<file path="config.mk">
export PLATFORM = sky130hd
export DESIGN_NAME = lsbf_sar_ctrl
export DESIGN_NICKNAME = d
export VERILOG_FILES = /design/src/rtl/lsbf_sar_pkg.sv /design/src/rtl/lsbf_sar_range.sv /design/src/rtl/lsbf_sar_fsm.sv /design/src/rtl/lsbf_sar_hold.sv /design/src/rtl/lsbf_sar_ctrl.sv
export SDC_FILE = /design/constraint.sdc
export NUM_CORES = 1
export LEC_CHECK = 0
export BUFFER_PORTS_ARGS = -buffer_cell sky130_fd_sc_hd__buf_2
export CELL_PAD_IN_SITES_DETAIL_PLACEMENT = 1
export CELL_PAD_IN_SITES_GLOBAL_PLACEMENT = 1
export CORE_MARGIN = 5
export CORE_UTILIZATION = 30
export CTS_BUF_LIST = sky130_fd_sc_hd__clkbuf_4 sky130_fd_sc_hd__clkbuf_8 sky130_fd_sc_hd__clkbuf_16
export CTS_CLUSTER_SIZE = 20
export DETAILED_ROUTE_END_ITERATION = 16
export MAX_ROUTING_LAYER = met4
export PLACE_DENSITY_LB_ADDON = 0.12
export SLEW_MARGIN = 30
export SYNTH_ARGS = -nofsm -noshare
export SYNTH_HDL_FRONTEND = slang
export SYNTH_SLANG_ARGS = --single-unit
</file>
<file path="constraint.sdc">
create_clock -name clk -period 5.1 [get_ports clk]
set_input_delay 0.765 -clock clk [delete_from_list [all_inputs] [get_ports clk]]
set_output_delay 0.765 -clock clk [all_outputs]
set_load 0.01 [all_outputs]
</file>
<file path="src/rtl/lsbf_sar_pkg.sv">
package lsbf_sar_pkg;
  typedef enum logic [2:0] {
    S_IDLE  = 3'd0,
    S_FIRST = 3'd1,
    S_UP    = 3'd2,
    S_DN    = 3'd3,
    S_BIN   = 3'd4
  } sar_st_t;
endpackage

</file>
<file path="src/rtl/lsbf_sar_range.sv">
module lsbf_sar_range #(
  parameter int MAXB = 10,
  parameter int MINB = 5,
  parameter int RW   = 4
) (
  input  logic [RW-1:0]   res_i,
  output logic [RW-1:0]   res_o,
  output logic [MAXB-1:0] maxc_o,
  output logic [MAXB-1:0] midc_o
);
  localparam int WB = MAXB + 2;

  logic [WB-1:0] full_w;
  logic [WB-1:0] half_w;

  always_comb begin
    if (res_i < RW'(MINB))      res_o = RW'(MINB);
    else if (res_i > RW'(MAXB)) res_o = RW'(MAXB);
    else                        res_o = res_i;
    full_w = (WB'(1) << res_o) - WB'(1);
    half_w = WB'(1) << (res_o - RW'(1));
    maxc_o = full_w[MAXB-1:0];
    midc_o = half_w[MAXB-1:0];
  end
endmodule

</file>
<file path="src/rtl/lsbf_sar_fsm.sv">
module lsbf_sar_fsm
  import lsbf_sar_pkg::*;
#(
  parameter int MAXB = 10,
  parameter int RW   = 4,
  parameter int CW   = 5
) (
  input  logic            clk,
  input  logic            rst_n,
  input  logic            start_i,
  input  logic            cmp_i,
  input  logic [RW-1:0]   res_i,
  input  logic [MAXB-1:0] maxc_i,
  input  logic [MAXB-1:0] midc_i,
  output logic [MAXB-1:0] dac_o,
  output logic            fin_o,
  output logic [MAXB-1:0] fin_code_o,
  output logic [CW-1:0]   fin_cnt_o
);
  localparam int WB = MAXB + 2;

  sar_st_t       st_q, st_d;
  logic [MAXB-1:0] probe_q, probe_d, lo_q, lo_d, hi_q, hi_d, prev_q, prev_d;
  logic [WB-1:0]   step_q, step_d;
  logic [CW-1:0]   cnt_q, cnt_d;
  logic [RW-1:0]   res_q, res_d;
  logic [WB-1:0]   up_try, dn_dist;
  logic [MAXB-1:0] nlo, nhi;

  function automatic logic [MAXB-1:0] mid_of(input logic [MAXB-1:0] a,
                                              input logic [MAXB-1:0] b);
    logic [WB-1:0] s;
    s = {2'b00, a} + {2'b00, b};
    return s[MAXB:1];
  endfunction

  always_comb begin
    st_d = st_q;  probe_d = probe_q; lo_d = lo_q; hi_d = hi_q;
    step_d = step_q; cnt_d = cnt_q; prev_d = prev_q; res_d = res_q;
    fin_o = 1'b0; fin_code_o = lo_q;
    up_try  = {2'b00, probe_q} + (step_q << 1);
    dn_dist = step_q << 1;
    nlo = cmp_i ? probe_q : lo_q;
    nhi = cmp_i ? hi_q : probe_q;
    if (st_q != S_IDLE) cnt_d = cnt_q + CW'(1);
    case (st_q)
      S_IDLE: begin
        if (start_i) begin
          st_d    = S_FIRST;
          cnt_d   = '0;
          res_d   = res_i;
          probe_d = (res_i != res_q) ? midc_i : prev_q;
        end
      end
      S_FIRST: begin
        step_d = WB'(1);
        if (cmp_i) begin
          lo_d = probe_q;
          if (probe_q == maxc_i) begin fin_o = 1'b1; fin_code_o = probe_q; end
          else begin st_d = S_UP; probe_d = probe_q + MAXB'(1); end
        end else begin
          hi_d = probe_q;
          if (probe_q == '0) begin fin_o = 1'b1; fin_code_o = '0; end
          else begin st_d = S_DN; probe_d = probe_q - MAXB'(1); end
        end
      end
      S_UP: begin
        if (cmp_i) begin
          lo_d = probe_q;
          if (probe_q == maxc_i) begin fin_o = 1'b1; fin_code_o = probe_q; end
          else begin
            step_d  = step_q << 1;
            probe_d = (up_try > {2'b00, maxc_i}) ? maxc_i : up_try[MAXB-1:0];
          end
        end else begin
          hi_d = probe_q;
          if (probe_q - lo_q == MAXB'(1)) begin fin_o = 1'b1; fin_code_o = lo_q; end
          else begin st_d = S_BIN; probe_d = mid_of(lo_q, probe_q); end
        end
      end
      S_DN: begin
        if (!cmp_i) begin
          hi_d = probe_q;
          if (probe_q == '0) begin fin_o = 1'b1; fin_code_o = '0; end
          else begin
            step_d  = step_q << 1;
            probe_d = ({2'b00, probe_q} <= dn_dist) ? '0 : probe_q - dn_dist[MAXB-1:0];
          end
        end else begin
          lo_d = probe_q;
          if (hi_q - probe_q == MAXB'(1)) begin fin_o = 1'b1; fin_code_o = probe_q; end
          else begin st_d = S_BIN; probe_d = mid_of(probe_q, hi_q); end
        end
      end
      S_BIN: begin
        lo_d = nlo;
        hi_d = nhi;
        if (nhi - nlo == MAXB'(1)) begin fin_o = 1'b1; fin_code_o = nlo; end
        else probe_d = mid_of(nlo, nhi);
      end
      default: st_d = S_IDLE;
    endcase
    if (fin_o) begin
      st_d   = S_IDLE;
      prev_d = fin_code_o;
    end
  end

  assign fin_cnt_o = cnt_q + CW'(1);
  assign dac_o     = probe_q;

  always_ff @(posedge clk or negedge rst_n) begin
    if (!rst_n) begin
      st_q    <= S_IDLE;
      probe_q <= '0;
      lo_q    <= '0;
      hi_q    <= '0;
      step_q  <= '0;
      cnt_q   <= '0;
      prev_q  <= MAXB'(1) << (MAXB - 1);
      res_q   <= RW'(MAXB);
    end else begin
      st_q    <= st_d;
      probe_q <= probe_d;
      lo_q    <= lo_d;
      hi_q    <= hi_d;
      step_q  <= step_d;
      cnt_q   <= cnt_d;
      prev_q  <= prev_d;
      res_q   <= res_d;
    end
  end

  AST_PROBE_IN_RANGE: assert property (@(posedge clk) disable iff (!rst_n)
    (st_q != S_IDLE) |-> (({2'b00, dac_o} >> res_q) == '0));
  AST_MID_RESTART: assert property (@(posedge clk) disable iff (!rst_n)
    (st_q == S_IDLE && start_i && res_i != res_q) |=> (dac_o == $past(midc_i)));
  AST_BRACKET_INSIDE: assert property (@(posedge clk) disable iff (!rst_n)
    (st_q == S_BIN) |-> (lo_q < probe_q && probe_q < hi_q));
  AST_CYCLE_LIMIT: assert property (@(posedge clk) disable iff (!rst_n)
    fin_o |-> (int'(fin_cnt_o) <= 2 * int'(res_q)));
endmodule

</file>
<file path="src/rtl/lsbf_sar_hold.sv">
module lsbf_sar_hold #(
  parameter int MAXB = 10,
  parameter int CW   = 5
) (
  input  logic            clk,
  input  logic            rst_n,
  input  logic            fin_i,
  input  logic [MAXB-1:0] code_i,
  input  logic [CW-1:0]   cnt_i,
  output logic            done_o,
  output logic [MAXB-1:0] code_o,
  output logic [CW-1:0]   cycles_o
);
  always_ff @(posedge clk or negedge rst_n) begin
    if (!rst_n) begin
      done_o   <= 1'b0;
      code_o   <= '0;
      cycles_o <= '0;
    end else begin
      done_o <= fin_i;
      if (fin_i) begin
        code_o   <= code_i;
        cycles_o <= cnt_i;
      end
    end
  end
endmodule

</file>
<file path="src/rtl/lsbf_sar_ctrl.sv">
module lsbf_sar_ctrl #(
  parameter int MAXB = 10,
  parameter int MINB = 5,
  parameter int RW   = $clog2(MAXB + 1),
  parameter int CW   = $clog2(2 * MAXB + 1)
) (
  input  logic            clk,
  input  logic            rst_n,
  input  logic            sample_i,
  input  logic            cmp_i,
  input  logic [RW-1:0]   res_i,
  output logic [MAXB-1:0] dac_code_o,
  output logic            done_o,
  output logic [MAXB-1:0] code_o,
  output logic [CW-1:0]   cycles_o
);
  logic [RW-1:0]   res_eff;
  logic [MAXB-1:0] maxc, midc, fin_code;
  logic            fin;
  logic [CW-1:0]   fin_cnt;

  lsbf_sar_range #(.MAXB(MAXB), .MINB(MINB), .RW(RW)) u_range (
    .res_i(res_i), .res_o(res_eff), .maxc_o(maxc), .midc_o(midc));

  lsbf_sar_fsm #(.MAXB(MAXB), .RW(RW), .CW(CW)) u_fsm (
    .clk(clk), .rst_n(rst_n), .start_i(sample_i), .cmp_i(cmp_i),
    .res_i(res_eff), .maxc_i(maxc), .midc_i(midc), .dac_o(dac_code_o),
    .fin_o(fin), .fin_code_o(fin_code), .fin_cnt_o(fin_cnt));

  lsbf_sar_hold #(.MAXB(MAXB), .CW(CW)) u_hold (
    .clk(clk), .rst_n(rst_n), .fin_i(fin), .code_i(fin_code), .cnt_i(fin_cnt),
    .done_o(done_o), .code_o(code_o), .cycles_o(cycles_o));

  AST_DONE_SINGLE: assert property (@(posedge clk) disable iff (!rst_n)
    done_o |=> !done_o);
  AST_RESULT_HELD: assert property (@(posedge clk) disable iff (!rst_n)
    !done_o |-> ($stable(code_o) && $stable(cycles_o)));
endmodule

</file>
Word level (Yosys, flattened, before mapping)
Index checks and enable logic that the tools add are counted.
{"block": "op_classes", "n_shift": 2, "order_cmp": 4, "n_reduce_logical": 10, "addsub": 13, "n_eq_ne": 29, "mux": 54}
{"cell": "10-bit 2-to-1 mux", "n": 23}
{"cell": "10-bit one-hot mux with 5 select lines", "n": 1}
{"cell": "11-bit 2-to-1 mux", "n": 4}
{"cell": "10-bit one-hot mux with 4 select lines", "n": 1}
{"cell": "10-bit subtractor", "n": 4}
{"cell": "10-bit by 10-bit adder with 11-bit output", "n": 3}
{"cell": "11-bit one-hot mux with 3 select lines", "n": 1}
{"cell": "10-bit by 1-bit == test with 1-bit output, second input constant", "n": 3}
{"cell": "3-bit 2-to-1 mux", "n": 9}
{"cell": "1-bit by 4-bit << shifter with 10-bit output, first input constant", "n": 2}
{"cell": "3-bit inequality test, second input constant", "n": 6}
{"cell": "5-bit 2-to-1 mux", "n": 3}
{"cell": "3-bit by 2-bit inequality test with 1-bit output, second input constant", "n": 5}
{"cell": "3-bit one-hot mux with 5 select lines", "n": 1}
{"cell": "10-bit by 12-bit adder with 12-bit output", "n": 1}
{"cell": "12-bit by 10-bit greater-than comparator with 1-bit output", "n": 1}
{"cell": "10-bit by 12-bit <= comparator with 1-bit output", "n": 1}
{"cell": "2-bit inequality test, second input constant", "n": 6}
{"cell": "10-bit by 1-bit adder with 10-bit output, second input constant", "n": 1}
{"cell": "10-bit == test", "n": 1}
{"cell": "10-bit logical NOT", "n": 1}
{"cell": "10-bit by 1-bit subtractor with 10-bit output, second input constant", "n": 1}
{"cell": "10-bit by 2-bit subtractor with 10-bit output, second input constant", "n": 1}
{"cell": "9-bit AND reduction", "n": 1}
{"cell": "other kinds (20)", "n": 31}
{"block": "totals", "ff_bits": 79, "input_bits": 8, "word_cells": 123, "output_inout_bits": 26}

Depth between registers and ports, before layout
Gate-level depths: netlist of the first run.
{"block": "depth", "depth_word": 11, "ltp_mapped": 19, "ltp_nobuf": 18}

By module
From an unflattened synthesis of the first run, not the netlist that was laid out.
{"block": "unflattened", "hier_cells": 1043, "hier_area_um2": 8754.6}
{"module": "lsbf_sar_fsm", "cells_per_inst": 974, "instances": 1, "area_each_um2": 7886.3, "seq_area_each_um2": 1580.3}
{"module": "lsbf_sar_hold", "cells_per_inst": 33, "instances": 1, "area_each_um2": 638.1, "seq_area_each_um2": 400.4}
{"module": "lsbf_sar_range", "cells_per_inst": 36, "instances": 1, "area_each_um2": 230.2, "seq_area_each_um2": 0.0}

Worst setup path after synthesis of the first run
No wires, ideal clock.
{"block": "synth_path", "path_type": "input-to-reg", "start": "in cmp_i", "end": "reg u_hold.code_o[1]", "cell_stages": 16, "n_path_buf": 3, "required_ns": 5.036, "setup_time_ns": 0.064, "path_slack_ns": 0.524, "t_arrival_ns": 4.512, "path_cell_list": "clkbuf_1 -> buf_1 -> mux2i_1 -> ha_1 -> inv_1 -> fa_1 -> nand2b_1 -> a21oi_1 -> or4_4 -> a2111oi_4 -> nand2_1 -> or4_4 -> buf_6 -> o221a_4 -> o21ai_0 -> a21o_1"}
{"block": "synth_via", "elab_chain_cells": 5, "elab_cells_between_ends": 14, "cone_classes": "add/sub (1); eq/ne (1); mux (12)"}
{"element": "start, declared", "line": "lsbf_sar_ctrl.sv:10", "source": "input logic cmp_i,"}
{"element": "10-bit 2-to-1 mux"}
{"element": "10-bit subtractor", "line": "lsbf_sar_fsm.sv:98", "source": "if (nhi - nlo == MAXB'(1)) begin fin_o = 1'b1; fin_code_o = nlo; end"}
{"element": "10-bit by 1-bit == test with 1-bit output", "line": "lsbf_sar_fsm.sv:98"}
{"element": "10-bit 2-to-1 mux or 1-bit 2-to-1 mux (tied branches)", "line": "lsbf_sar_fsm.sv:98"}
{"element": "10-bit one-hot mux with 4 select lines or 1-bit one-hot mux with 4 select lines (tied branches)", "line": "lsbf_sar_fsm.sv:46", "source": "case (st_q)"}
{"element": "end signal, assigned", "line": "lsbf_sar_hold.sv:22", "source": "code_o <= code_i;"}
{"element": "end, declared", "line": "lsbf_sar_hold.sv:11", "source": "output logic [MAXB-1:0] code_o,"}
Several ways; a longest one is shown, not always the timed one.
A chain may end at the register's enable or synchronous reset.

Worst setup path after layout of the first run
{"block": "layout_path", "start": "in cmp_i", "end": "reg u_hold.code_o[6]"}
{"block": "layout_via", "elab_chain_cells": 5, "elab_cells_between_ends": 14, "cone_classes": "add/sub (1); eq/ne (1); mux (12)"}
{"element": "10-bit 2-to-1 mux *"}
{"element": "net u_fsm.nhi[1]", "line": "lsbf_sar_fsm.sv:28", "source": "logic [MAXB-1:0] nlo, nhi;"}
{"element": "10-bit subtractor *", "line": "lsbf_sar_fsm.sv:98"}
{"element": "10-bit by 1-bit == test with 1-bit output *", "line": "lsbf_sar_fsm.sv:98"}
{"element": "10-bit 2-to-1 mux or 1-bit 2-to-1 mux (tied branches)", "line": "lsbf_sar_fsm.sv:98"}
{"element": "10-bit one-hot mux with 4 select lines or 1-bit one-hot mux with 4 select lines (tied branches)", "line": "lsbf_sar_fsm.sv:46"}
Mark *: on every way through the listed nets, which the timed path passes. The rest lies on a longest branch.

==> results of run 1 <==
[cell families (layout without fill, tap and decap cells)]
family,Yosys count,after routing,synth area share [%]
xor gates and xnor gates,62,62,6.26
AOI/OAI and AO/OA,314,314,24.5
muxes,29,29,3.68
and+or+nand+nor,367,367,21.7
adders and majority gates,107,107,16.2
DFF,70,70,20.2
buffers and inverters,148,172,7.33
other,2,5,0.0866
[sequential cells by signal, indices dropped and copies added, names as in the netlist]
| register | cells |
|---|---|
| u_fsm.cnt_q | 5 |
| u_fsm.prev_q | 1 |
| u_hold.cycles_o | 5 |
| u_hold.done_o | 1 |
| u_hold.code_o | 10 |
| u_fsm.step_q | 11 |
| u_fsm.res_q | 4 |
| u_fsm.dac_o | 10 |
| u_fsm.st_q | 3 |
| u_fsm.hi_q | 10 |
| u_fsm.lo_q | 10 |
[how the worst min path moves through the flow]
stage,startpoint,to,slack [ns],cells after the start
floorplan,u_fsm.res_q[1],u_fsm.res_q[1],0.46,2
detailed placement,u_fsm.res_q[1],u_fsm.res_q[1],0.48,2
global placement,u_fsm.res_q[1],u_fsm.res_q[1],0.48,2
finish,rst_n,u_fsm.step_q[6],0.33,1
global route,rst_n,u_fsm.step_q[6],0.36,1
CTS,rst_n,u_fsm.step_q[6],0.34,1
[report_power, final]
part | internal [W] | switching, W | leakage [nW]
combinational | 0.00204 | 0.00332 | 3.36
sequential | 0.000757 | 0.000340 | 0.915
clock | 0.000340 | 0.000304 | 0.135
total | 0.00314 | 0.00397 | 4.41
[final cells by class]
type | instances | area share, %
clock buffer | 9 | 2.34
clock inverter | 7 | 0.638
inverter | 81 | 3.16
multi-input combinational | 884 | 65.6
sequential | 70 | 18.3
tap | 384 | 5.00
timing repair buffer | 75 | 5.03
[through the flow]
stage               area, µm²  total power, W  utilization (%)  std cells  hold slack, ns
floorplan                8690         0.00457                -       1102           0.457
global placement         9320         0.00639             32.6       1494           0.476
detailed placement       9320         0.00643             32.6       1494           0.480
CTS                      9610         0.00711             33.6       1510           0.343
global route             9610         0.00767             33.6       1510           0.365
finish                   9610         0.00710             33.6       1510           0.325
[worst max-delay path, cell delays in order]
cell and delay, ns:
buf_2 0.35, mux2i_1 0.40, inv_1 0.16, fa_1 0.48, nand2b_1 0.09, a21oi_1 0.10, or4_4 0.51, a2111oi_4 0.35
nand2_1 0.12, or4_4 0.54, nand3_4 0.26, o31a_1 0.41, a21o_1 0.18
[per-layer routing]
| metal | up-vias | GRT usage [%] |
|---|---|---|
| met2 | 181 | 36.0 |
| met1 | 4251 | 30.0 |
| met4 | 0 | 4.20 |
| li1 | 3985 | - |
| met5 | - | - |
| met3 | 30 | 2.16 |
[cells in the final DEF (no fill, tap or decap), types with 19 or more instances in the layout]
master	instances
buf_2	32
nor3_1	19
buf_4	43
inv_1	81
xor2_1	21
ha_1	98
nor2_1	75
o21ai_0	74
nor2b_1	23
dfrtp_1	67
nand3_1	25
xnor2_1	41
mux2i_1	21
a21oi_1	67
a21o_1	19
nand2_1	109
==> impl_metrics.json, run 1 <==
{
  "status": "finished clean",
  "synthTopCellsByArea": "dfrtp_1, ha_1, nand2_1, o21ai_0, xnor2_1",
  "multiInputGateArea_um2": 6300,
  "ys.flop_type": "dfrtp_1",
  "post-place-ws_ns": 0.300,
  "numCtsBuffers": 9,
  "netlist_instances": 1099,
  "dp_hpwl_um": 28200,
  "routed-wl-met3_um": 1220,
  "arrival_ns": 4.75,
  "period_share_pct": 87.6,
  "finalSetupTns_ns": 0,
  "dr.pass1.iters": 5,
  "wl_um": 35300,
  "area_growth_pct": 10.8,
  "path_clk_slew_ns": 0.08,
  "grt_pass1_wl_um": 54100,
  "setup_violations": 0,
  "drc": 0,
  "fin_skew_ns": 0.0158,
  "r2r-end": "u_hold.code_o[6]",
  "cts.path.max_buffers": 2,
  "htree_levels": 3,
  "ff_latch_area_um2": 1760,
  "yosysTopAreaCellShare_pct": 19.3,
  "worstSetupPathType": "in2reg",
  "critPathLaunchType": "input port",
  "grt.total_usage_pct": 22.0,
  "syn_avg_cell_area_um2": 7.89,
  "vias": 8447,
  "synthTopCellsByCount": "nand2_1, ha_1, inv_1",
  "hold_path.class": "in2async",
  "cts.sinks": 70,
  "finalNetCount": 1236,
  "post-route-min-period_ns": 4.47,
  "ant_nets": 0,
  "fp.dieH_um": 180,
  "dieArea_um2": 32400,
  "wl_per_cell_um": 23.4,
  "fin_ws_ns": 0.634,
  "grt_max_degree": 47,
  "worst_slew_pin_slew_ns": 0.922,
  "gp_congestion": 0.880,
  "crit_required_ns": 5.39,
  "p_leak_nw": 4.41,
  "yosysTopAreaCell": "dfrtp_1",
  "end_kind": "register",
  "reg2reg_slack_ns": 0.77,
  "hold_viol": 0,
  "clock_latency_ns": 0.36,
  "synth.yosys.warnings": 0,
  "start_util_pct": 30.3,
  "startpoint": "cmp_i",
  "fillCellCount": 3484,
  "postCtsSetupRepairBufs": 0,
  "drive_above_1_share_pct": 11.8,
  "n_antenna_cell": 0,
  "core.rowCount": 62,
  "io_pins": 34,
  "drv_slew": 0,
  "ff2ff_path_depth": 13,
  "cts_tree": "yes",
  "netlist-cell-type-count": 88,
  "ys_ff_latch": 70,
  "yosysMostFrequentCell": "nand2_1",
  "numPortBuffers": 33,
  "via_per_inst": 5.59,
  "rsz0062_at_grt": "no",
  "crit_end": "u_hold.code_o[6]",
  "timing.fmax_mhz": 224,
  "ir_worst_vdd_mv": 0.264,
  "cts_root_buf": "clkbuf_16",
  "max_slew_margin_pct": 38.5,
  "ctsHoldBuffers": 0,
  "r2r_start": "u_fsm.dac_o[1]",
  "powerDensity_nw_per_um2": 739,
  "highest_layer": "met4",
  "initialDrtViolationCount": 606,
  "die_x_um": 180,
  "grt_overflow": 0,
  "grt_pass1_vias": 8550,
  "core_area_um2": 28600,
  "antenna_found_initial": 0,
  "cts_resized": 0,
  "synth_area_um2": 8680,
  "cp_max_fo": 18,
  "route.met2.wl_um": 16700,
  "ys_seq_area_share_pct": 20.2,
  "cap_viol_max_count": 0,
  "synth_edf_count": 0,
  "drt-met1-wl_um": 16900,
  "synth-async-reset-ratio_pct": 100
}
Note: power is estimated with default switching activity, not from simulation.
==> inputs of run 2 (changes only) <==
--- a/config.mk
+++ b/config.mk
@@ -6,15 +6,13 @@
 export NUM_CORES = 1
 export LEC_CHECK = 0
 export BUFFER_PORTS_ARGS = -buffer_cell sky130_fd_sc_hd__buf_2
-export CELL_PAD_IN_SITES_DETAIL_PLACEMENT = 1
-export CELL_PAD_IN_SITES_GLOBAL_PLACEMENT = 1
 export CORE_MARGIN = 5
 export CORE_UTILIZATION = 30
 export CTS_BUF_LIST = sky130_fd_sc_hd__clkbuf_4 sky130_fd_sc_hd__clkbuf_8 sky130_fd_sc_hd__clkbuf_16
 export CTS_CLUSTER_SIZE = 20
 export DETAILED_ROUTE_END_ITERATION = 16
 export MAX_ROUTING_LAYER = met4
-export PLACE_DENSITY_LB_ADDON = 0.12
+export PLACE_DENSITY_LB_ADDON = 0.15
 export SLEW_MARGIN = 30
 export SYNTH_ARGS = -nofsm -noshare
 export SYNTH_HDL_FRONTEND = slang
==> run 2 against run 1 <==
First-iteration DRC count is 48% higher. Largest cell class unchanged. Non-clock buffer count is 8 lower. Critical endpoint is now u_hold.code_o[1]. Sequential power hardly changed. Via count is 2.0% lower.
==> impl_metrics.json, run 2 (synthesis results as in run 1) <==
{
  "fillCellCount": 3079,
  "worst_slew_pin_slew_ns": 0.900,
  "io_pins": 34,
  "vias": 8274,
  "cts.sinks": 70,
  "wl_per_cell_um": 22.0,
  "area_growth_pct": 10.0,
  "drv_slew": 0,
  "cts_root_buf": "clkbuf_16",
  "grt_overflow": 0,
  "p_leak_nw": 4.37,
  "r2r_start": "u_fsm.dac_o[3]",
  "cts_resized": 0,
  "numCtsBuffers": 9,
  "crit_required_ns": 5.39,
  "drive_above_1_share_pct": 11.1,
  "final_common_cell": "nand2_1",
  "cp_num_buf_inv": 1,
  "finalSetupTns_ns": 0,
  "cts.path.max_buffers": 2,
  "hold_viol": 0,
  "grt_max_degree": 43,
  "drc": 0,
  "pwr-share-clk_pct": 9.5,
  "status": "finished clean",
  "arrival_ns": 4.79,
  "worstPathCellList": "inv_1, ha_1, and2_4, a22o_1, or4_4, a221oi_2, o2111ai_2, or3_1, nand3_4, o31a_1, a21o_1",
  "dr.pass1.iters": 7,
  "multiInputGateArea_um2": 6300,
  "initialDrtViolationCount": 899,
  "hold_path.class": "in2async",
  "reg2reg_slack_ns": 0.60,
  "clock_latency_ns": 0.36,
  "slowest_delay_ns": 0.65,
  "grt_pass1_vias": 7965,
  "cp_max_fo": 18,
  "cap_viol_max_count": 0,
  "fin_skew_ns": 0.0153,
  "switching_share_pct": 55.7,
  "fp.dieH_um": 180,
  "rsz0062_at_grt": "no",
  "internal_power_w": 0.00308,
  "ff_latch_area_um2": 1760,
  "grt.total_usage_pct": 20.6,
  "core.rowCount": 62,
  "final_cell_mix": "nand2_1, ha_1, inv_1, nor2_1, o21ai_0",
  "worstSetupPathType": "reg2reg",
  "dp_hpwl_um": 25600,
  "antenna_found_initial": 0,
  "ctsHoldBuffers": 0,
  "die_x_um": 180,
  "powerDensity_nw_per_um2": 728,
  "core_area_um2": 28600,
  "r2r-end": "u_hold.code_o[1]",
  "path_clk_slew_ns": 0.08,
  "dieArea_um2": 32400,
  "max_slew_margin_pct": 39.5,
  "switching_power_w": 0.00387,
  "gp_congestion": 0.938,
  "period_share_pct": 88.2,
  "ant_nets": 0,
  "post-route-min-period_ns": 4.50,
  "start_util_pct": 30.3,
  "cp_slowest_cell": "dfrtp_1",
  "finalNetCount": 1228,
  "n_antenna_cell": 0,
  "end_kind": "register",
  "wl_um": 33000,
  "timing.fmax_mhz": 222,
  "crit_family": "simple AND/OR/NAND/NOR gates",
  "combPwrFrac_pct": 74.8,
  "cts_tree": "yes",
  "largest-register": "u_fsm.step_q",
  "ff2ff_path_depth": 11,
  "largest_reg_flops": 11,
  "setup_violations": 0,
  "critPathLaunchType": "register",
  "final_util_pct": 33.3,
  "ir_worst_vdd_mv": 0.245,
  "numPortBuffers": 33,
  "startpoint": "u_fsm.dac_o[3]",
  "grt_pass1_wl_um": 50200,
  "pwr-share-seq_pct": 15.6,
  "postCtsSetupRepairBufs": 0,
  "htree_levels": 3,
  "via_per_inst": 5.51
}
==> run 2: cell count changes in the layout (fill, tap and decap cells not counted) <==
| cell | previous run | this run |
|---|---|---|
| buf_4 | 43 | 35 |
| inv_6 | 3 | 4 |
| clkinv_4 | 1 | 0 |
| nor3_1 | 19 | 20 |
| nor3_2 | 3 | 2 |
==> run 2: area by class of cell <==
type / count / area share (%)
clock buffer: 9 / 2.36
clock inverter: 7 / 0.642
inverter: 81 / 3.19
multi-input combinational: 884 / 66.0
sequential: 70 / 18.4
tap: 384 / 5.03
timing repair buffer: 67 / 4.43
==> run 2: worst register-to-register path: cells and delay by family (launching register included) <==
family / cells / cell delay, ns
AND/OR/NAND/NOR: 4 / 1.54
AO/OA/AOI/OAI: 5 / 1.47
flip-flops: 1 / 0.65
adder cells (fa/ha/maj): 1 / 0.48
buffers and inverters: 1 / 0.30
==> run 2: per-layer routing <==
metal / vias up / share of wire (%) / GRT usage (%)
li1: 3980 / - / -
met2: 263 / 44 / 31.3
met1: 3980 / 47 / 28.3
met3: 51 / 5.5 / 2.73
met4: 0 / 3.7 / 6.90
met5: - / 0 / -
==> run 2: stage by stage <==
step	hold WS [ns]	worst slack (ns)	cell area [µm²]	power, W	cells
finish	0.351	0.600	9550	0.00695	1502
global placement	0.474	0.308	9260	0.00624	1486
global route	0.389	0.345	9550	0.00749	1502
floorplan	0.457	0.524	8690	0.00457	1102
detailed placement	0.482	0.274	9260	0.00621	1486
CTS	0.366	0.625	9550	0.00691	1502
==> run 2: power groups by stage <==
stage	clock network [W]	logic, W	registers (W)
3_5_place_dp	0	0.00512	0.00109
5_1_grt	0.000706	0.00567	0.00111
2_1_floorplan	0	0.00357	0.000999
6_report	0.000663	0.00520	0.00109
4_1_cts	0.000674	0.00515	0.00108
3_3_place_gp	0	0.00514	0.00109
==> run 2: worst max path at each step <==
stage          slack (ns)          endpoint  depth (start not counted)
3_5_place_dp         0.27  u_hold.code_o[0]                         13
3_3_place_gp         0.31  u_hold.code_o[9]                         13
2_1_floorplan        0.52  u_hold.code_o[1]                         16
5_1_grt              0.34  u_hold.code_o[8]                         14
6_report             0.60  u_hold.code_o[1]                         11
4_1_cts              0.63  u_hold.code_o[9]                         13
==> inputs of run 3 (changes only) <==
--- a/config.mk
+++ b/config.mk
@@ -7,7 +7,7 @@
 export LEC_CHECK = 0
 export BUFFER_PORTS_ARGS = -buffer_cell sky130_fd_sc_hd__buf_2
 export CORE_MARGIN = 5
-export CORE_UTILIZATION = 30
+export CORE_UTILIZATION = 32
 export CTS_BUF_LIST = sky130_fd_sc_hd__clkbuf_4 sky130_fd_sc_hd__clkbuf_8 sky130_fd_sc_hd__clkbuf_16
 export CTS_CLUSTER_SIZE = 20
 export DETAILED_ROUTE_END_ITERATION = 16
@@ -16,4 +16,5 @@
 export SLEW_MARGIN = 30
 export SYNTH_ARGS = -nofsm -noshare
 export SYNTH_HDL_FRONTEND = slang
+export SYNTH_HIERARCHICAL = 1
 export SYNTH_SLANG_ARGS = --single-unit
==> run 3 against run 2 <==
Via count decreased by 6.9%. Synthesized cell count decreased by 5.1%. Clock skew decreased by 0.0034 ns. Highest routed layer unchanged. Largest power group unchanged. Critical path depth increased by 3.
==> impl_metrics.json, run 3 <==
{
  "status": "finished clean",
  "cp_max_fo": 20,
  "cap_viol_max_count": 0,
  "met1_usage_pct": 27.3,
  "antenna_found_initial": 0,
  "htree_levels": 3,
  "yosysTopAreaCell": "dfrtp_1",
  "final_util_pct": 35.6,
  "cts_root_buf": "clkbuf_16",
  "start_util_pct": 32.5,
  "timing.fmax_mhz": 220,
  "worst_slew_pin_slew_ns": 0.973,
  "grt_util_met2_pct": 31.2,
  "critPathLaunchType": "input port",
  "cp_num_buf_inv": 3,
  "grt_overflow": 0,
  "synthTopCellsByArea": "dfrtp_1, ha_1, xnor2_1, a21oi_1, inv_1",
  "groute.layer.met3.usage_pct": 2.91,
  "ys_ff_latch": 79,
  "grt.busiest_layer": "met2",
  "vias": 7700,
  "wl_um": 29800,
  "netlist-cell-type-count": 92,
  "cts.path.max_buffers": 2,
  "hold_viol": 0,
  "end_kind": "register",
  "fin_ws_ns": 0.549,
  "dr.pass1.iters": 5,
  "post-route-min-period_ns": 4.55,
  "synth_area_um2": 8750,
  "initialDrtViolationCount": 667,
  "final_cell_mix": "ha_1, inv_1, nand2_1, nor2_1, dfrtp_1",
  "slowest_delay_ns": 0.59,
  "numCtsBuffers": 9,
  "drive_above_1_share_pct": 12.4,
  "ys_seq_area_share_pct": 22.6,
  "area_growth_pct": 9.66,
  "fp.dieH_um": 175,
  "postCtsSetupRepairBufs": 0,
  "wl_per_cell_um": 21.2,
  "cts.sinks": 79,
  "finalSetupTns_ns": 0,
  "dieArea_um2": 30800,
  "synth-async-reset-ratio_pct": 100,
  "synthTopCellsByCount": "ha_1, inv_1, nand2_1, nor2_1, dfrtp_1",
  "ir_worst_vdd_mv": 0.284,
  "ys.flop_type": "dfrtp_1",
  "gp_congestion": 0.911,
  "powerDensity_nw_per_um2": 726,
  "crit_family": "compound AO/OA/AOI/OAI gates",
  "core.rowCount": 60,
  "rsz0062_at_grt": "no",
  "grt_pass1_wl_um": 45800,
  "core_area_um2": 27000,
  "cp_slowest_cell": "a2111oi_0",
  "synth.yosys.warnings": 6,
  "grt.total_usage_pct": 19.8,
  "yosysMostFrequentCell": "ha_1",
  "clock_latency_ns": 0.36,
  "hold_path.class": "in2async",
  "syn_avg_cell_area_um2": 8.39,
  "crit_top_cell": "a21oi_1",
  "netlist_instances": 1043,
  "drc": 0,
  "die_x_um": 175,
  "synth_edf_count": 0,
  "ctsHoldBuffers": 0,
  "worstSetupPathType": "in2reg",
  "finalNetCount": 1176,
  "worstPathCellList": "buf_2, buf_4, mux2i_1, inv_1, fa_1, nand2b_1, a21oi_1, o311ai_0, a21oi_1, a221oi_1, o22ai_1, a2111oi_0, o211ai_1, a21bo_1",
  "cts_tree": "yes",
  "path_clk_slew_ns": 0.08,
  "dp_hpwl_um": 22500,
  "grt_max_degree": 46,
  "n_antenna_cell": 0,
  "arrival_ns": 4.80,
  "via_per_inst": 5.46,
  "grt_pass1_vias": 7540,
  "numPortBuffers": 33,
  "period_share_pct": 89.2,
  "ant_nets": 0,
  "drv_slew": 0,
  "yosysTopAreaCellShare_pct": 21.7,
  "largest-register": "u_fsm/step_q",
  "p_leak_nw": 4.40,
  "max_slew_margin_pct": 35.1,
  "largest_reg_flops": 11,
  "final_common_cell": "ha_1",
  "io_pins": 34,
  "setup_violations": 0,
  "cts_resized": 0,
  "post-place-ws_ns": 0.132,
  "fin_skew_ns": 0.0119,
  "crit_required_ns": 5.35
}
==> run 3: worst register-to-register path: cells and delay by family (launching register included) <==
kind / cells / cell delay (ns)
DFF: 1 / 0.39
buffers and inverters: 2 / 0.17
and+or+nand+nor: 1 / 0.42
muxes: 2 / 0.54
AOI/OAI and AO/OA: 7 / 1.58
xor gates and xnor gates: 1 / 0.21
adders and majority gates: 3 / 0.89
==> run 3: report_power, final <==
group,internal (W),switching (W)
Combinational,0.00205,0.00308
Clock,0.000351,0.000316
Sequential,0.000866,0.000314
==> run 3: worst paths after layout <==
kind | to | depth (start not counted) | slack [ns] | from
min | u_hold/code_o[3] | 1 | 0.43 | rst_n
max in group asynchronous | u_fsm/step_q[0] | 2 | 3.64 | rst_n
max | u_fsm/dac_o[9] | 14 | 0.55 | cmp_i
max reg2reg | u_fsm/dac_o[7] | 16 | 0.77 | u_fsm/step_q[0]
min in group clk | u_hold/cycles_o[2] | 1 | 0.51 | u_hold/cycles_o[2]
min reg2reg | u_hold/cycles_o[2] | 1 | 0.51 | u_hold/cycles_o[2]
==> run 3: cell families after synthesis <==
kind of cell             after synthesis  synth area share [%]
AO/OA/AOI/OAI                        285                  22.2
adder cells (fa/ha/maj)              105                  15.7
buffers and inverters                149                  7.40
AND/OR/NAND/NOR                      288                  16.6
other                                  2                0.0858
flip-flops                            79                  22.6
multiplexers                          65                  8.40
XOR/XNOR                              70                  7.00
==> run 3: routing by layer <==
layer	wire length, µm	share of wire, %	vias up
met5	0	0	-
met1	14300	48	3694
li1	-	-	3754
met4	670	2.2	0
met3	1470	4.9	38
met2	13300	45	214
==> run 3: through the flow <==
step / hold slack, ns / area (µm²) / cells / power, W
floorplan: 0.469 / 8780 / 1049 / 0.00471
global placement: 0.488 / 9310 / 1394 / 0.00625
detailed placement: 0.494 / 9310 / 1394 / 0.00626
CTS: 0.451 / 9600 / 1410 / 0.00696
global route: 0.476 / 9600 / 1410 / 0.00753
finish: 0.426 / 9600 / 1410 / 0.00697
==> run 3: final cells by class <==
class                   instances  area, µm²
well taps                     341        427
fillers                      2842      17400
inverters                      92        345
clock buffers                  10        239
clock inverters                 6       52.6
multi-input cells             821       6170
repair buffers                 61        390
flip-flops and latches         79       1980
